$ cat src/rtl/pse_seq_pkg.sv
package pse_seq_pkg;
  localparam logic [1:0] MODE_SHUT = 2'b00;
  localparam logic [1:0] MODE_MAN  = 2'b01;
  localparam logic [1:0] MODE_SEMI = 2'b10;
  localparam logic [1:0] MODE_AUTO = 2'b11;

  localparam logic [2:0] DET_GOOD  = 3'b100;
  localparam logic [2:0] CLS_FOUR  = 3'b100;

  typedef enum logic [3:0] {
    ST_IDLE, ST_GAP, ST_DET, ST_CLS1, ST_MARK1,
    ST_CLS2, ST_MARK2, ST_HOLD, ST_ON
  } seq_state_e;
endpackage

$ cat src/rtl/pse_cmd_decode.sv
module pse_cmd_decode #(
  parameter logic [1:0] PORT_ID = 2'd1
) (
  input  logic       cmd_valid,
  input  logic [7:0] cmd_byte,
  output logic       on_hit,
  output logic       off_hit
);
  localparam logic [7:0] ON_BYTE  = 8'h04 | {6'd0, PORT_ID};
  localparam logic [7:0] OFF_BYTE = 8'h08 | {6'd0, PORT_ID};

  assign on_hit  = cmd_valid && (cmd_byte == ON_BYTE);
  assign off_hit = cmd_valid && (cmd_byte == OFF_BYTE);
endmodule

$ cat src/rtl/pse_gap_timer.sv
module pse_gap_timer #(
  parameter int GAP = 6
) (
  input  logic clk,
  input  logic rst,
  input  logic run,
  output logic done
);
  localparam int CW = (GAP > 1) ? $clog2(GAP + 1) : 1;
  localparam logic [CW-1:0] LAST = CW'(GAP - 1);

  logic [CW-1:0] cnt_q;

  always_ff @(posedge clk) begin
    if (rst || !run) cnt_q <= '0;
    else if (cnt_q != LAST) cnt_q <= cnt_q + 1'b1;
  end

  assign done = run && (cnt_q == LAST);
endmodule

$ cat src/rtl/pse_cur_gate.sv
module pse_cur_gate #(
  parameter int CUR_W = 10
) (
  input  logic             clk,
  input  logic             rst,
  input  logic             on,
  input  logic [CUR_W-1:0] cur_in,
  output logic [CUR_W-1:0] cur_rd
);
  always_ff @(posedge clk) begin
    if (rst || !on) cur_rd <= '0;
    else            cur_rd <= cur_in;
  end
endmodule

$ cat src/rtl/pse_port_seq.sv
module pse_port_seq
  import pse_seq_pkg::*;
#(
  parameter int         DET_GAP = 6,
  parameter int         CUR_W   = 10,
  parameter logic [1:0] PORT_ID = 2'd1
) (
  input  logic             clk,
  input  logic             rst,
  input  logic [1:0]       mode,
  input  logic             plus_en,
  input  logic             det_done,
  input  logic [2:0]       det_code,
  input  logic             cls_done,
  input  logic [2:0]       cls_code,
  input  logic             mark_done,
  input  logic             cmd_valid,
  input  logic [7:0]       cmd_byte,
  input  logic             fault,
  input  logic [CUR_W-1:0] cur_in,
  output logic             det_req,
  output logic             cls_req,
  output logic             mark_req,
  output logic             port_on,
  output logic [2:0]       det_status,
  output logic [2:0]       cls_status,
  output logic             fault_evt,
  output logic [CUR_W-1:0] cur_rd
);
  seq_state_e st_q, st_d;
  logic on_hit, off_hit, gap_done;
  logic [2:0] det_q, cls_q;
  logic flt_q;

  pse_cmd_decode #(.PORT_ID(PORT_ID)) u_cmd (
    .cmd_valid(cmd_valid), .cmd_byte(cmd_byte),
    .on_hit(on_hit), .off_hit(off_hit)
  );

  pse_gap_timer #(.GAP(DET_GAP)) u_gap (
    .clk(clk), .rst(rst), .run(st_q == ST_GAP), .done(gap_done)
  );

  pse_cur_gate #(.CUR_W(CUR_W)) u_cur (
    .clk(clk), .rst(rst), .on(st_q == ST_ON), .cur_in(cur_in), .cur_rd(cur_rd)
  );

  always_comb begin
    st_d = st_q;
    if (mode == MODE_SHUT) begin
      st_d = ST_IDLE;
    end else begin
      case (st_q)
        ST_IDLE:  if (mode == MODE_MAN) begin
                    if (on_hit) st_d = ST_ON;
                  end else st_d = ST_GAP;
        ST_GAP:   if (gap_done) st_d = ST_DET;
        ST_DET:   if (det_done) st_d = (det_code == DET_GOOD) ? ST_CLS1 : ST_GAP;
        ST_CLS1:  if (cls_done) begin
                    if (mode == MODE_AUTO && plus_en && cls_code == CLS_FOUR) st_d = ST_MARK1;
                    else if (mode == MODE_AUTO) st_d = ST_ON;
                    else st_d = ST_HOLD;
                  end
        ST_MARK1: if (mark_done) st_d = ST_CLS2;
        ST_CLS2:  if (cls_done) st_d = ST_MARK2;
        ST_MARK2: if (mark_done) st_d = (cls_q == CLS_FOUR) ? ST_ON : ST_GAP;
        ST_HOLD:  if (on_hit) st_d = ST_ON;
                  else if (off_hit) st_d = ST_IDLE;
        ST_ON:    if (fault) st_d = (mode == MODE_MAN) ? ST_IDLE : ST_GAP;
                  else if (off_hit) st_d = ST_IDLE;
        default:  st_d = ST_IDLE;
      endcase
    end
  end

  always_ff @(posedge clk) begin
    if (rst) begin
      st_q  <= ST_IDLE;
      det_q <= '0;
      cls_q <= '0;
      flt_q <= 1'b0;
    end else begin
      st_q <= st_d;
      if (st_q == ST_ON && fault) flt_q <= 1'b1;
      if (mode == MODE_SHUT) begin
        det_q <= '0;
        cls_q <= '0;
      end else begin
        if (st_q == ST_DET && det_done) det_q <= det_code;
        if ((st_q == ST_CLS1 || st_q == ST_CLS2) && cls_done) cls_q <= cls_code;
      end
    end
  end

  assign det_req    = (st_q == ST_DET);
  assign cls_req    = (st_q == ST_CLS1) || (st_q == ST_CLS2);
  assign mark_req   = (st_q == ST_MARK1) || (st_q == ST_MARK2);
  assign port_on    = (st_q == ST_ON);
  assign det_status = det_q;
  assign cls_status = cls_q;
  assign fault_evt  = flt_q;
endmodule

$ cat config.mk
export PLATFORM = sky130hd
export DESIGN_NAME = pse_port_seq
export DESIGN_NICKNAME = d
export VERILOG_FILES = /design/src/rtl/pse_seq_pkg.sv /design/src/rtl/pse_cmd_decode.sv /design/src/rtl/pse_gap_timer.sv /design/src/rtl/pse_cur_gate.sv /design/src/rtl/pse_port_seq.sv
export SDC_FILE = /design/constraint.sdc
export NUM_CORES = 1
export LEC_CHECK = 0
export ABC_CLOCK_PERIOD_IN_PS = 3200
export BUFFER_PORTS_ARGS = -buffer_cell sky130_fd_sc_hd__buf_2
export CAP_MARGIN = 20
export CELL_PAD_IN_SITES_DETAIL_PLACEMENT = 0
export CELL_PAD_IN_SITES_GLOBAL_PLACEMENT = 2
export CORE_MARGIN = 2
export CORE_UTILIZATION = 26
export CTS_CLUSTER_SIZE = 30
export DETAILED_ROUTE_END_ITERATION = 12
export PLACE_DENSITY = 0.77
export SYNTH_ARGS = -nofsm -noshare
export SYNTH_HDL_FRONTEND = slang
export SYNTH_HIERARCHICAL = 1
export SYNTH_SLANG_ARGS = --single-unit
$ cat constraint.sdc
create_clock -name clk -period 3.2 [get_ports clk]
set_clock_uncertainty 0.1 [all_clocks]
set_input_delay 0.8 -clock clk [delete_from_list [all_inputs] [get_ports clk]]
set_output_delay 0.8 -clock clk [all_outputs]
set_load 0.01 [all_outputs]
# Word level (Yosys, flattened, before mapping)
# Cells that the tools add are included.
# word_totals
regBits,24
inputBits,34
output_inout_bits,21
wordCells,66
# classes
add_sub_neg,1
n_eq_ne,24
n_mux,17
n_reduce_logical,18
# op_table
cell,n
$mux W4,14
$pmux W4 S9,1
$eq A4 B3 Y1 const B,4
$eq A3 B3 Y1 const B,4
$ne A2 B2 Y1 const B,6
$eq A4 B2 Y1 const B,2
$eq A8 B3 Y1 const B,1
$eq A8 B4 Y1 const B,1
$logic_and A1 B1 Y1,8
$reduce_and A7 Y1,1
$ne A3 B3 Y1 const B,2
$eq A4 B1 Y1 const B,1
$eq A4 B4 Y1 const B,1
$logic_not A4 Y1,1
$logic_or A1 B1 Y1,4
$add A3 B1 Y3 const B,1
$eq A2 B1 Y1 const B,1
$eq A2 B2 Y1 const B,1
$logic_not A1 Y1,2
$logic_not A2 Y1,1
$mux W2,1
$reduce_or A2 Y1,1
$mux W1,1

# Logic depth before layout (Yosys ltp)
# depth
ltp_word,6
depth_mapped,9
depth_no_buf,8

# By module
# The synthesis kept the hierarchy.
# by_module_without_submodules
mod,n_inst,cells_each,area_per_inst_um2,seq_area_each_um2
pse_port_seq,1,91,723.2,220.2
pse_cur_gate,1,20,287.8,200.2
pse_gap_timer,1,16,160.2,60.1
pse_cmd_decode,1,5,53.8,0.0

# Least setup slack after synthesis
# OpenSTA, ideal clock, no wires.
# synth_path
path_type,in2reg
start,input cmd_byte[4]
end,register st_q[2]
setup_ps,91
arrival_ps,2355
required_time_ps,3009
setup_slack_ps,654
path_stages,6
path_buffers,0
cell_sequence,or4b_4 -> nor4b_2 -> o221ai_2 -> a21oi_2 -> nand2_1 -> a311oi_1
# synth_via
elab_cells_between_ends,10
cone_classes,3 x eq/ne; 4 x mux; 3 x reduce/logical
# synth_lines
item,line_no,source
from (decl),pse_port_seq.sv:18,"input logic [7:0] cmd_byte,"
$eq A8 B3 Y1 (*),pse_cmd_decode.sv:12,assign on_hit = cmd_valid && (cmd_byte == ON_BYTE);
$logic_and A1 B1 Y1 (*),pse_cmd_decode.sv:12,
named net on_hit,pse_port_seq.sv:31,"logic on_hit, off_hit, gap_done;"
$ne A3 B3 Y1 (no source line) or $mux W4 (tied branches),--,
$reduce_and A7 Y1 (no source line) or $pmux W4 S9 (tied branches),--,
to (signal assigned),pse_port_seq.sv:83,st_q <= st_d;
to (decl),pse_port_seq.sv:30,"seq_state_e st_q, st_d;"
# Mark *: on every way through the listed nets, which the timed path passes. The rest lies on a longest branch.
# A chain may end at the register's enable or synchronous reset.

# Worst setup path in the final report
# layout_path
start,input cmd_byte[4]
end,register st_q[0]
# The elaborated chain is that of the path after synthesis.

==> results_dict.tcl <==
set metrics [dict create \
    fin_crit_sh 0.813 \
    postCtsHoldBufs 0 \
    synth_top_area_share 0.392 \
    rows 24 \
    drc_errors 0 \
    core_um2 4440 \
    vias 1232 \
    fmax_ghz 0.384 \
    cts_setup_buffers 0 \
    synth_common_cells "dfxtp_1, nand2_1, and3b_1, a21oi_1" \
    worstMarginPinSlew_ps 542 \
    grt_max_degree 18 \
    port_buffers 54 \
    numClockSinks 24 \
    p_leak_nw 0.751 \
    hold_viol 0 \
    r2r_cells 8 \
    holdPathEnd "det_status[2]" \
    finish.net_count 225 \
    power_density_nw_per_um2 495 \
    grt_overflow_total 0 \
    detail_route.wl_per_cell_um 14.1 \
    gp_congestion 0.801 \
    clockRootBuffer "clkbuf_8" \
    fin_util 0.366 \
    synth_top_flop_cell "dfxtp_1" \
    insertion_delay_ps 270 \
    min_from "det_status[2]" \
    antenna_found_initial 0 \
    post_cts_resized 0 \
    pin_count 55 \
    cp_max_fo 4 \
    ys_ff_latch 24 \
    syn_to_final_growth_pct 32.9 \
    die_h_um 72.6 \
    drive_above_1_share 0.404 \
    cts_tree "yes" \
    grt_pass1_vias 1195 \
    worstSetupEndpointType "flip-flop" \
    min_period_ps 2600 \
    syn_inst 132 \
    reg2reg_to "st_q[2]" \
    critPathArrivalTime_ps 2650 \
    hold_depth 2 \
    grt_usage 0.129 \
    required_ps 3250 \
    seq_area_frac_synth 0.392 \
    dr.pass1.iters 4 \
    diodes 0 \
    antenna_left 0 \
    die_width_um 72.6 \
    htree_levels 1 \
    post_synth.cell_area_avg_um2 9.28 \
    numCtsBuffers 3 \
    ys_types 45 \
    initial_utilization 0.276 \
    wirelength_um 3370 \
    vias_per_cell 5.13 \
    irDropWorstVdd_mv 0.181 \
    maxCapViolCount 0 \
    path_class "input port to flip-flop" \
    synth_edf_count 0 \
    yosys_warnings 6 \
    path_clk_slew_ps 90 \
    synthTopCellsByArea "dfxtp_1, and3b_1, a21oi_1, nand2_1, nand3_1" \
    outcome "complete, no violations" \
    final-max-slew-violation-count 0 \
    synth-async-reset-ratio 0 \
    hp-class "flip-flop to flip-flop" \
    r2r_slack_ps 960 \
    dp_hpwl_um 2600 \
    setup_viol 0 \
    timing.setup.tns_ps 0 \
    critPathLaunchType "input port" \
    grt_pass1_wl_um 5460 \
    rsz0062_at_grt "no" \
    synthesis.nets 168 \
    mappedNetlistArea_um2 1220 \
    detail_route.iter0.violations 65 \
    slew_headroom 0.638 \
    synth_largest_area_cell "dfxtp_1" \
    clock_path_buffers 2 \
    die_area_um2 5280 \
    r2r_start "st_q[0]" \
    synth.most_common_cell "dfxtp_1" \
]
-- flip-flops by register name, summed over array words and instances (netlist names) --
| register | cells |
|---|---|
| st_q | 4 |
| fault_evt | 1 |
| det_status | 3 |
| cls_status | 3 |
| u_cur/cur_rd | 10 |
| u_gap/cnt_q | 3 |
-- worst max-delay path: stages --
cell and delay (ps):
buf_2 90, or4b_4 540, nor4b_2 440, o21ai_1 90, o21ai_0 150, nor3_1 100
a211oi_1 320, o32ai_1 110
-- cells by family (layout without fill, tap and decap cells) --
family,after synthesis,in the layout,synth area share
AOI/OAI and AO/OA,30,30,0.175
buffers and inverters,8,64,0.0276
adders and majority gates,2,2,0.0204
muxes,2,2,0.0163
DFF,24,24,0.392
and+or+nand+nor,65,65,0.362
xor gates and xnor gates,1,1,0.00715
-- power breakdown --
| part | total (mW) | leakage [nW] | internal, mW | switching [mW] |
|---|---|---|---|---|
| Sequential | 0.347 | 0.194 | 0.315 | 0.0325 |
| Clock | 0.270 | 0.0357 | 0.167 | 0.103 |
| Combinational | 0.189 | 0.522 | 0.0907 | 0.0980 |
| Total | 0.806 | 0.751 | 0.573 | 0.233 |
-- worst max path at each step --
| stage | cells past startpoint | startpoint | endpoint | slack, ps |
|---|---|---|---|---|
| after detailed placement | 7 | cmd_byte[4] | st_q[2] | 410 |
| after global placement | 7 | cmd_byte[4] | st_q[2] | 460 |
| after CTS | 8 | cmd_byte[4] | st_q[0] | 660 |
| final | 8 | cmd_byte[4] | st_q[0] | 600 |
| after global routing | 8 | cmd_byte[4] | st_q[0] | 430 |
| after floorplan | 6 | cmd_byte[4] | st_q[2] | 650 |
-- cell type report --
| class | count | area (µm²) |
|---|---|---|
| Timing Repair Buffer | 56 | 285 |
| Fill cell | 479 | 2820 |
| Clock inverter | 1 | 30.0 |
| Tap cell | 52 | 65.1 |
| Inverter | 4 | 15.0 |
| Sequential cell | 24 | 480 |
| Clock buffer | 3 | 41.3 |
| Multi-Input combinational cell | 100 | 711 |
-- layout by cell type, fill, tap and decap left out, types with 2 or more instances in the layout --
cell type   n
ha_1        2
nor3_2      3
or4b_4      2
and3_1      2
a21oi_1    10
a311oi_1    3
nand4bb_1   3
nand3_1     8
inv_1       3
buf_2      54
nand2b_1    3
mux2i_1     2
o31ai_1     2
nand2_1    12
o21ai_0     2
and3b_1    11
dfxtp_1    24
nor2_1      8
or3b_2      2
buf_4       2
clkbuf_8    3
a31oi_1     2
-- metal layers --
layer | global-route usage | wire, µm | vias up
met3 | 0.0235 | 217 | 8
met2 | 0.231 | 1690 | 49
met4 | 0.0412 | 62 | 0
met5 | 0 | 0 | -
met1 | 0.155 | 1400 | 566
li1 | - | - | 609
-- metrics by stage --
| step | hold WS, ps | area, µm² | cells | setup WS, ps | total power [mW] |
|---|---|---|---|---|---|
| finish | 357 | 1630 | 240 | 599 | 0.806 |
| global route | 397 | 1630 | 240 | 428 | 0.855 |
| CTS | 361 | 1630 | 240 | 664 | 0.815 |
| detailed placement | 347 | 1560 | 236 | 410 | 0.540 |
| global placement | 346 | 1560 | 236 | 456 | 0.537 |
| floorplan | 375 | 1220 | 132 | 654 | 0.477 |
No activity file was read; power rests on OpenSTA's default activity.
